### config.mk
export PLATFORM = sky130hd
export DESIGN_NAME = csr_port_top
export DESIGN_NICKNAME = d
export VERILOG_FILES = /design/src/rtl/csr_port_pkg.sv /design/src/rtl/csr_flag_bank.sv /design/src/rtl/csr_line_ctl.sv /design/src/rtl/csr_port_top.sv
export SDC_FILE = /design/constraint.sdc
export NUM_CORES = 1
export LEC_CHECK = 0
export BUFFER_PORTS_ARGS = -buffer_cell sky130_fd_sc_hd__buf_2
export CAP_MARGIN = 30
export CORE_UTILIZATION = 55
export DETAILED_ROUTE_END_ITERATION = 10
export PLACE_DENSITY = 0.86
export SLEW_MARGIN = 0
export SYNTH_ARGS = -nofsm -noshare
export SYNTH_HDL_FRONTEND = slang
export SYNTH_SLANG_ARGS = --single-unit
### constraint.sdc
create_clock -name clk -period 3.55 [get_ports clk]
set_clock_uncertainty 0.2 [all_clocks]
set_input_delay 0.1775 -clock clk [delete_from_list [all_inputs] [get_ports clk]]
set_output_delay 0.1775 -clock clk [all_outputs]
set_load 0.05 [all_outputs]
### src/rtl/csr_port_pkg.sv
package csr_port_pkg;
    localparam int DW       = 16;
    localparam int AW       = 3;
    localparam int NREG     = 6;
    localparam int NFLAG    = 4;
    localparam int FLAG_LSB = 8;
    localparam int SUM_BIT  = 15;
    localparam int EN_BIT   = 6;
    localparam int STOP_BIT = 5;
    localparam int DMD_BIT  = 3;
    localparam int HALT_BIT = 2;
    localparam int GO_BIT   = 1;
    localparam int CTL_IDX  = 0;
    localparam int LINE_IDX = 4;

    typedef struct packed {
        logic [AW-1:0] ptr;
        logic          en;
        logic          stop;
        logic          dmd;
    } ctl_t;
endpackage

### src/rtl/csr_flag_bank.sv
module csr_flag_bank
    import csr_port_pkg::*;
#(
    parameter int N = NFLAG
) (
    input  logic         clk,
    input  logic         rst_n,
    input  logic [N-1:0] set_i,
    input  logic [N-1:0] clr_i,
    input  logic         wipe_i,
    output logic [N-1:0] flag_o
);
    logic [N-1:0] flag_d, flag_q;

    always_comb begin
        flag_d = flag_q;
        if (wipe_i) flag_d = '0;
        flag_d = (flag_d & ~clr_i) | set_i;
    end

    always_ff @(posedge clk) begin
        if (!rst_n) flag_q <= '0;
        else        flag_q <= flag_d;
    end

    assign flag_o = flag_q;


    flag_set_chk: assert property (@(posedge clk) disable iff (!rst_n)
        (set_i != '0) |=> ((flag_q & $past(set_i)) == $past(set_i)));


    flag_hold_chk: assert property (@(posedge clk) disable iff (!rst_n)
        (clr_i == '0 && !wipe_i) |=> ((flag_q & $past(flag_q)) == $past(flag_q)));
endmodule

### src/rtl/csr_line_ctl.sv
module csr_line_ctl (
    input  logic clk,
    input  logic rst_n,
    input  logic wr_i,
    input  logic dir_wr_i,
    input  logic val_wr_i,
    input  logic pin_i,
    output logic dir_o,
    output logic rd_val_o,
    output logic pin_o
);
    typedef struct packed {
        logic dir;
        logic val;
    } line_t;

    line_t s_d, s_q;

    always_comb begin
        s_d = s_q;
        if (wr_i) begin
            s_d.dir = dir_wr_i;
            if (dir_wr_i) s_d.val = val_wr_i;
        end
    end

    always_ff @(posedge clk) begin
        if (!rst_n) s_q <= '0;
        else        s_q <= s_d;
    end

    assign dir_o    = s_q.dir;
    assign pin_o    = s_q.val;
    assign rd_val_o = s_q.dir ? s_q.val : pin_i;


    line_hold_chk: assert property (@(posedge clk) disable iff (!rst_n)
        (!wr_i) |=> $stable(pin_o));
endmodule

### src/rtl/csr_port_top.sv
module csr_port_top
    import csr_port_pkg::*;
(
    input  logic             clk,
    input  logic             rst_n,
    input  logic             host_wr,
    input  logic             host_port,
    input  logic [DW-1:0]    host_wdata,
    output logic [DW-1:0]    host_rdata,
    input  logic [NFLAG-1:0] evt_set,
    input  logic             dmd_ack,
    output logic             dmd_pend,
    output logic             irq_o,
    input  logic             dsr_in,
    output logic             dsr_out,
    output logic             dsr_oe
);
    localparam int NPLAIN = NREG;

    ctl_t ctl_d, ctl_q;
    logic [DW-1:0] plain_d [NPLAIN];
    logic [DW-1:0] plain_q [NPLAIN];

    logic             wr_ptr, wr_dat, wr_ctl, wr_line, halt;
    logic [NFLAG-1:0] flags, flag_clr;
    logic             line_dir, line_rd;
    logic [DW-1:0]    ctl_word;

    assign wr_ptr  = host_wr && !host_port;
    assign wr_dat  = host_wr && host_port;
    assign wr_ctl  = wr_dat && (int'(ctl_q.ptr) == CTL_IDX);
    assign wr_line = wr_dat && (int'(ctl_q.ptr) == LINE_IDX);
    assign halt    = wr_ctl && host_wdata[HALT_BIT];
    assign flag_clr = wr_ctl ? host_wdata[FLAG_LSB +: NFLAG] : '0;

    csr_flag_bank #(.N(NFLAG)) u_flags (
        .clk(clk), .rst_n(rst_n), .set_i(evt_set), .clr_i(flag_clr),
        .wipe_i(halt), .flag_o(flags)
    );

    csr_line_ctl u_line (
        .clk(clk), .rst_n(rst_n), .wr_i(wr_line), .dir_wr_i(host_wdata[0]),
        .val_wr_i(host_wdata[1]), .pin_i(dsr_in), .dir_o(line_dir),
        .rd_val_o(line_rd), .pin_o(dsr_out)
    );

    always_comb begin
        ctl_d = ctl_q;
        if (wr_ptr) ctl_d.ptr = host_wdata[AW-1:0];
        if (wr_ctl) begin
            ctl_d.en = host_wdata[EN_BIT];
            if (host_wdata[DMD_BIT]) ctl_d.dmd = 1'b1;
            else if (dmd_ack)        ctl_d.dmd = 1'b0;
            if (host_wdata[GO_BIT])  ctl_d.stop = 1'b0;
        end else if (dmd_ack) begin
            ctl_d.dmd = 1'b0;
        end
        if (halt) begin
            ctl_d.stop = 1'b1;
            ctl_d.en   = 1'b0;
        end
    end

    generate
        for (genvar g = 0; g < NPLAIN; g++) begin : g_plain
            if (g == CTL_IDX || g == LINE_IDX) begin : g_none
                assign plain_d[g] = '0;
            end else begin : g_store
                assign plain_d[g] = (wr_dat && int'(ctl_q.ptr) == g)
                                    ? host_wdata : plain_q[g];
            end
            always_ff @(posedge clk) begin
                if (!rst_n) plain_q[g] <= '0;
                else        plain_q[g] <= plain_d[g];
            end
        end
    endgenerate

    always_ff @(posedge clk) begin
        if (!rst_n) ctl_q <= '0;
        else        ctl_q <= ctl_d;
    end

    always_comb begin
        ctl_word = '0;
        ctl_word[SUM_BIT] = |flags;
        ctl_word[FLAG_LSB +: NFLAG] = flags;
        ctl_word[EN_BIT]   = ctl_q.en;
        ctl_word[STOP_BIT] = ctl_q.stop;
        ctl_word[DMD_BIT]  = ctl_q.dmd;
    end

    always_comb begin
        host_rdata = '0;
        if (!host_port) begin
            host_rdata[AW-1:0] = ctl_q.ptr;
        end else if (int'(ctl_q.ptr) == CTL_IDX) begin
            host_rdata = ctl_word;
        end else if (int'(ctl_q.ptr) == LINE_IDX) begin
            host_rdata[0] = line_dir;
            host_rdata[1] = line_rd;
        end else if (int'(ctl_q.ptr) < NREG) begin
            host_rdata = plain_q[ctl_q.ptr];
        end
    end

    assign irq_o    = ctl_q.en && (|flags);
    assign dmd_pend = ctl_q.dmd;
    assign dsr_oe   = line_dir;


    dmd_ack_chk: assert property (@(posedge clk) disable iff (!rst_n)
        (dmd_ack && !(wr_ctl && host_wdata[DMD_BIT])) |=> !dmd_pend);


    dmd_set_chk: assert property (@(posedge clk) disable iff (!rst_n)
        (wr_ctl && host_wdata[DMD_BIT]) |=> dmd_pend);


    halt_quiet_chk: assert property (@(posedge clk) disable iff (!rst_n)
        halt |=> (!irq_o && ctl_q.stop));


    ptr_load_chk: assert property (@(posedge clk) disable iff (!rst_n)
        wr_ptr |=> (ctl_q.ptr == $past(host_wdata[AW-1:0])));
endmodule

After elaboration in Yosys (flattened, before gate mapping)

Memories as Yosys holds them, arrays and structs flattened. A register that Yosys moved wholly into a read port is not among the register bits.
Cells that the tools add are included.

RAM bits: 96
Output and inout bits: 20
Register bits after elaboration: 12
Word-level logic and storage cells: 79
Memories kept: 1

Order comparisons: 1
Bitwise operators: 10
Reductions and logical operators: 22
Eq/ne operators: 9
Multiplexer cells: 29

Memories:

| memory  | words | width | read ports | clocked after memory_dff | wr ports | line               | RTL |
|---|---|---|---|---|---|---|---|
| plain_q | 6     | 16    | 1          | 1                        | 6        | csr_port_top.sv:22 | `logic [DW-1:0] plain_q [NPLAIN];` |

Operators by type and width:

| cell                                                                   | count |
|---|---|
| 16-bit 2-to-1 mux                                                      | 12 |
| 14-bit 2-to-1 mux                                                      | 1 |
| 13-bit 2-to-1 mux                                                      | 1 |
| 3-bit equality test (second input constant)                            | 4 |
| 2-bit AND reduction                                                    | 6 |
| 1-bit logical AND                                                      | 10 |
| 1-bit 2-to-1 mux                                                       | 9 |
| 3-bit 2-to-1 mux                                                       | 3 |
| 4-bit 2-to-1 mux                                                       | 2 |
| 1-bit bitwise OR                                                       | 6 |
| 4-bit bitwise AND                                                      | 1 |
| 1-bit != test (second input constant)                                  | 4 |
| 4-bit inverter                                                         | 1 |
| 4-bit bitwise OR                                                       | 1 |
| 2-bit nonzero test                                                     | 2 |
| 4-bit OR reduction                                                     | 1 |
| 3-bit by 2-bit equality test with 1-bit output (second input constant) | 1 |
| 3-bit logical NOT                                                      | 1 |
| 3-bit less-than comparator (second input constant)                     | 1 |
| 2-bit 2-to-1 mux                                                       | 1 |
| 2-bit OR reduction                                                     | 1 |
| 1-bit logical NOT                                                      | 1 |
| 1-bit inverter                                                         | 1 |

Longest topological paths before layout

Word-level depth: 6
Gate-level depth with buffers: 6
Depth with buffers taken out: 3

Hierarchy

A second synthesis with hierarchy kept.

Cell total of the unflattened synthesis: 306
Area total of the unflattened synthesis: 3831.2 µm²

By module, submodules not included:

| module        | cells each | times used | area an instance (µm²) | sequential area each (µm²) |
|---|---|---|---|---|
| csr_port_top  | 285        | 1          | 3603.5                 | 2102.0 |
| csr_flag_bank | 12         | 1          | 140.1                  | 80.1 |
| csr_line_ctl  | 9          | 1          | 87.6                   | 40.0 |

Worst setup path before layout

Ideal clock, no wire load.

Path kind: reg2out
Start point: register ctl_q[4] (netlist bit)
End point: output host_rdata[1]
Cell stages (with the launch flop): 5
Required time: 3.172 ns
Arrival time: 2.672 ns
Setup slack: 0.501 ns
Path through: dfxtp_1 > buf_4 > nor2b_1 > o21ai_1 > o311ai_0

Cells in the longest elaborated chain, start to end: 5

RTL lines:

| what                       | line                | RTL |
|---|---|---|
| from (decl)                | csr_port_top.sv:20  | `ctl_t ctl_d, ctl_q;` |
| from (signal assigned)     | csr_port_top.sv:81  | `else ctl_q <= ctl_d;` |
| 3-bit less-than comparator | csr_port_top.sv:102 | `end else if (int'(ctl_q.ptr) < NREG) begin` |
| 16-bit 2-to-1 mux          | csr_port_top.sv:102 |  |
| 2-bit 2-to-1 mux           | csr_port_top.sv:99  | `end else if (int'(ctl_q.ptr) == LINE_IDX) begin` |
| 16-bit 2-to-1 mux          | csr_port_top.sv:97  | `end else if (int'(ctl_q.ptr) == CTL_IDX) begin` |
| 3-bit 2-to-1 mux *         | csr_port_top.sv:95  | `if (!host_port) begin` |
| to (decl)                  | csr_port_top.sv:9   | `output logic [DW-1:0] host_rdata,` |

Mark *: on every way between the ends. The rest lies on a longest branch, timed or not.

==> key figures <==
Layout
  • Total non-filler cell area in the finished layout: 4530 sq um
  • Diodes inserted: 0
  • Area Overhead vs Synth: 18.6%
  • Final-stage net count: around 400
  • Most frequent standard cell in the layout excluding fill and tap cells: and2_1
  • Proportion of layout cells with a drive suffix above 1: 25.0%
  • Highest-count cells in the layout ignoring fill and taps: 65 x and2_1, 64 x edfxtp_1, 45 x buf_2, 25 x nand2_1, 24 x dlygate4sd3_1

Critical path
  • Number of buffer and inverter instances along the worst setup path: 1
  • Data arrival time at the worst-slack endpoint: 2450 ps
  • CP delay by family, top: simple AND/OR/NAND/NOR gates
  • Ordered cell list for the critical path: nor3b_2 > a21oi_1 > a211oi_1 > buf_2
  • Largest fanout on the critical path: 11
  • Cell at the slowest stage of the critical path: nor3b_2
  • Max stage delay on crit path: 690 ps
  • Type of the worst setup path: flop to primary output
  • Critical path data required time: 3170 ps
  • Type of element launching the critical path: flop
  • Critical path endpoint category: primary output

Power and ir drop
  • Worst ir drop on vdd: 0.000285 V
  • Leakage dissipation: 1.79 nW
  • Overall power consumption: 0.00200 W
  • Power density over the cells: 442 nW/um^2

GRT
  • Pin count of the biggest net entering global routing: 20
  • Vias in the first global route: 2767
  • GRT Overall Usage: about a quarter
  • Total global routing overflow: 0
  • Global-route wire length before repair: 14100 um
  • Number of antenna violations at the first check in global routing: 0

STA
  • Worst Max-Slew Pin Slew: 1010 ps
  • Final count of hold timing violations: 0
  • # setup viols final: 0
  • Unrepaired setup endpoints after global routing: false
  • Max-slew violation count: 0
  • Fraction of the cycle the final worst path needs: 79.8%
  • Minimum hold slack: 45.0 ps
  • Min cycle time layout: approximately 2800 ps
  • Total negative setup slack: 0 ps
  • FMAX: roughly 350 MHz
  • Relative slew margins: between 30 and 40%

Synthesis
  • Cell types with the largest area share after synthesis: edfxtp_1 50%, and2_1 11%, dfxtp_1 7.9%, mux2_2 4.7%, mux2i_1 3.4%
  • Unique cell type count in the Yosys netlist: 45
  • Cell taking the most area after synthesis: edfxtp_1
  • Post-synth net total: 339
  • Synthesis Warnings: 0
  • Number of enable-type register cells in the synthesized netlist: 64
  • Synthesized flop and latch total: 79
  • Top flip-flop cell by instance count after synthesis: edfxtp_1
  • Sequential-to-total area share from yosys stat: 58.2%
  • Proportion of synthesized flip-flops having asynchronous set or reset: 0%
  • Mapped cell area: 3820 sq um
  • Syn Inst Count: 313
  • Avg Synthesized Cell Area: 12.2 sq um
  • Synth top area share: 50.3%

Die
  • I/O pin count: 46
  • Die height: 85.4 um
  • Die footprint: around 7300 sq um
  • Initial core utilization: 56.6%
  • Die width: ~85 um
  • Number of placement rows: 30
  • Core area: 6760 sq um

Drt
  • Length of the first detailed-routing pass in iterations: 5
  • Per-cell routed wire length: 19.2 um
  • Final routed DRC violation total: 0
  • Drt via density: 5.77
  • Drt total wl: 8930 um
  • Remaining number of nets flagged by the antenna check after routing: 0
  • Number of DRC markers after the initial detailed-route iteration: 201
  • Vias after detailed routing: 2679

Place
  • RD Place Congestion: roughly 0.85
  • Instance area after placement: ~4100 sq um
  • Half-perimeter wire length of the detailed placement result: about 5600 um
  • Count of buffers from port buffering: 45

Clocking
  • Post-CTS clock slew at the launch and capture registers of the worst setup and hold paths: 80 ps
  • CTS root buffer: clkbuf_8
  • Clock latency reported for the late side of the worst-skew pair: 350 ps
  • # H-tree levels: 3
  • Total CTS buffers: 9
  • TritonCTS clock tree: done
  • Clock tree sinks: around 80
  • Max clock buf depth: 2

Status
  • Run status: completed

Job
  • Max-Cap Viols: 0

Min path
  • Worst min-delay path class: input pin to flop
==> cells in the mapped netlist (2+ instances only) <==
library cell	n
a211oi_1	6
a21oi_1	7
a221oi_1	6
a32oi_1	2
and2_1	65
buf_2	7
buf_4	4
buf_6	3
clkbuf_1	4
clkbuf_2	2
dfxtp_1	15
edfxtp_1	64
inv_1	6
mux2_2	16
mux2i_1	13
nand2_1	25
nand2b_1	4
nand3_1	3
nor2_1	11
nor2b_1	7
nor3_2	2
nor3_4	2
o211ai_1	2
o21ai_0	5
o221ai_1	9
o31ai_1	4
==> per-stage QoR <==
step	util [%]	cells	setup slack, ps
after floorplan	-	313	501
after global placement	60.3	424	1120
after detailed placement	60.3	424	1120
after CTS	67.1	464	754
after global routing	67.1	464	639
final	67.1	464	718
==> state kept, by name, summed over array words and instances, names as in the netlist, named ones only <==
name            count
plain_q            64
ctl_q               5
u_flags.flag_o      4
dmd_pend            1
u_line.dir_o        1
u_line.pin_o        1
==> layout make-up <==
| class | instances | area [sq um] |
|---|---|---|
| Clock buffer | 10 | 138 |
| Clock inverter | 6 | 83.8 |
| Fill cell | 480 | 2220 |
| Inverter | 7 | 26.3 |
| Multi-Input combinational cell | 206 | 1450 |
| Sequential cell | 79 | 2220 |
| Tap cell | 80 | 100 |
| Timing Repair Buffer | 76 | 518 |
==> path summary, 6_finish.rpt <==
kind,start,endpoint,slack (ps),depth (start not counted)
worst max register to register,ctl_q[3]$_SDFFE_PN0P_,plain_q[3][0]$_SDFFCE_PN0P_,1300,3
worst max-delay path,flop,host_rdata[2],720,4
worst min register to register,ctl_q[2]$_SDFFE_PP0N_,ctl_q[2]$_SDFFE_PP0N_,300,2
worst min-delay path,host_wdata[2],ctl_q[1]$_SDFFE_PN0P_,50,2
==> where the power goes <==
group          switching (W)  total [W]  internal [W]
logic               0.000127   0.000206     0.0000794
clock network       0.000325   0.000737      0.000413
registers          0.0000257    0.00106       0.00103
==> metal layers <==
layer	GRT usage, %	share of wire [%]
met1	32.9	41
met3	5.45	5.7
met5	0	0
met4	9.39	1.3
met2	46.8	52
==> repair_timing <==
action                                 in CTS  in global routing
setup buffers                               0                  0
gates resized for setup                     0                  0
endpoints found under the hold margin      66                  0
hold buffers                               24                  0
==> kinds of logic (layout without fill, tap and decap cells) <==
group,Yosys count,after routing,synth area share (%)
AO/OA/AOI/OAI,48,48,9.36
buffers and inverters,28,99,4.03
multiplexers,29,29,8.12
flip-flops,79,79,58.2
AND/OR/NAND/NOR,129,129,20.3
Note: power is estimated with default switching activity, not from simulation.
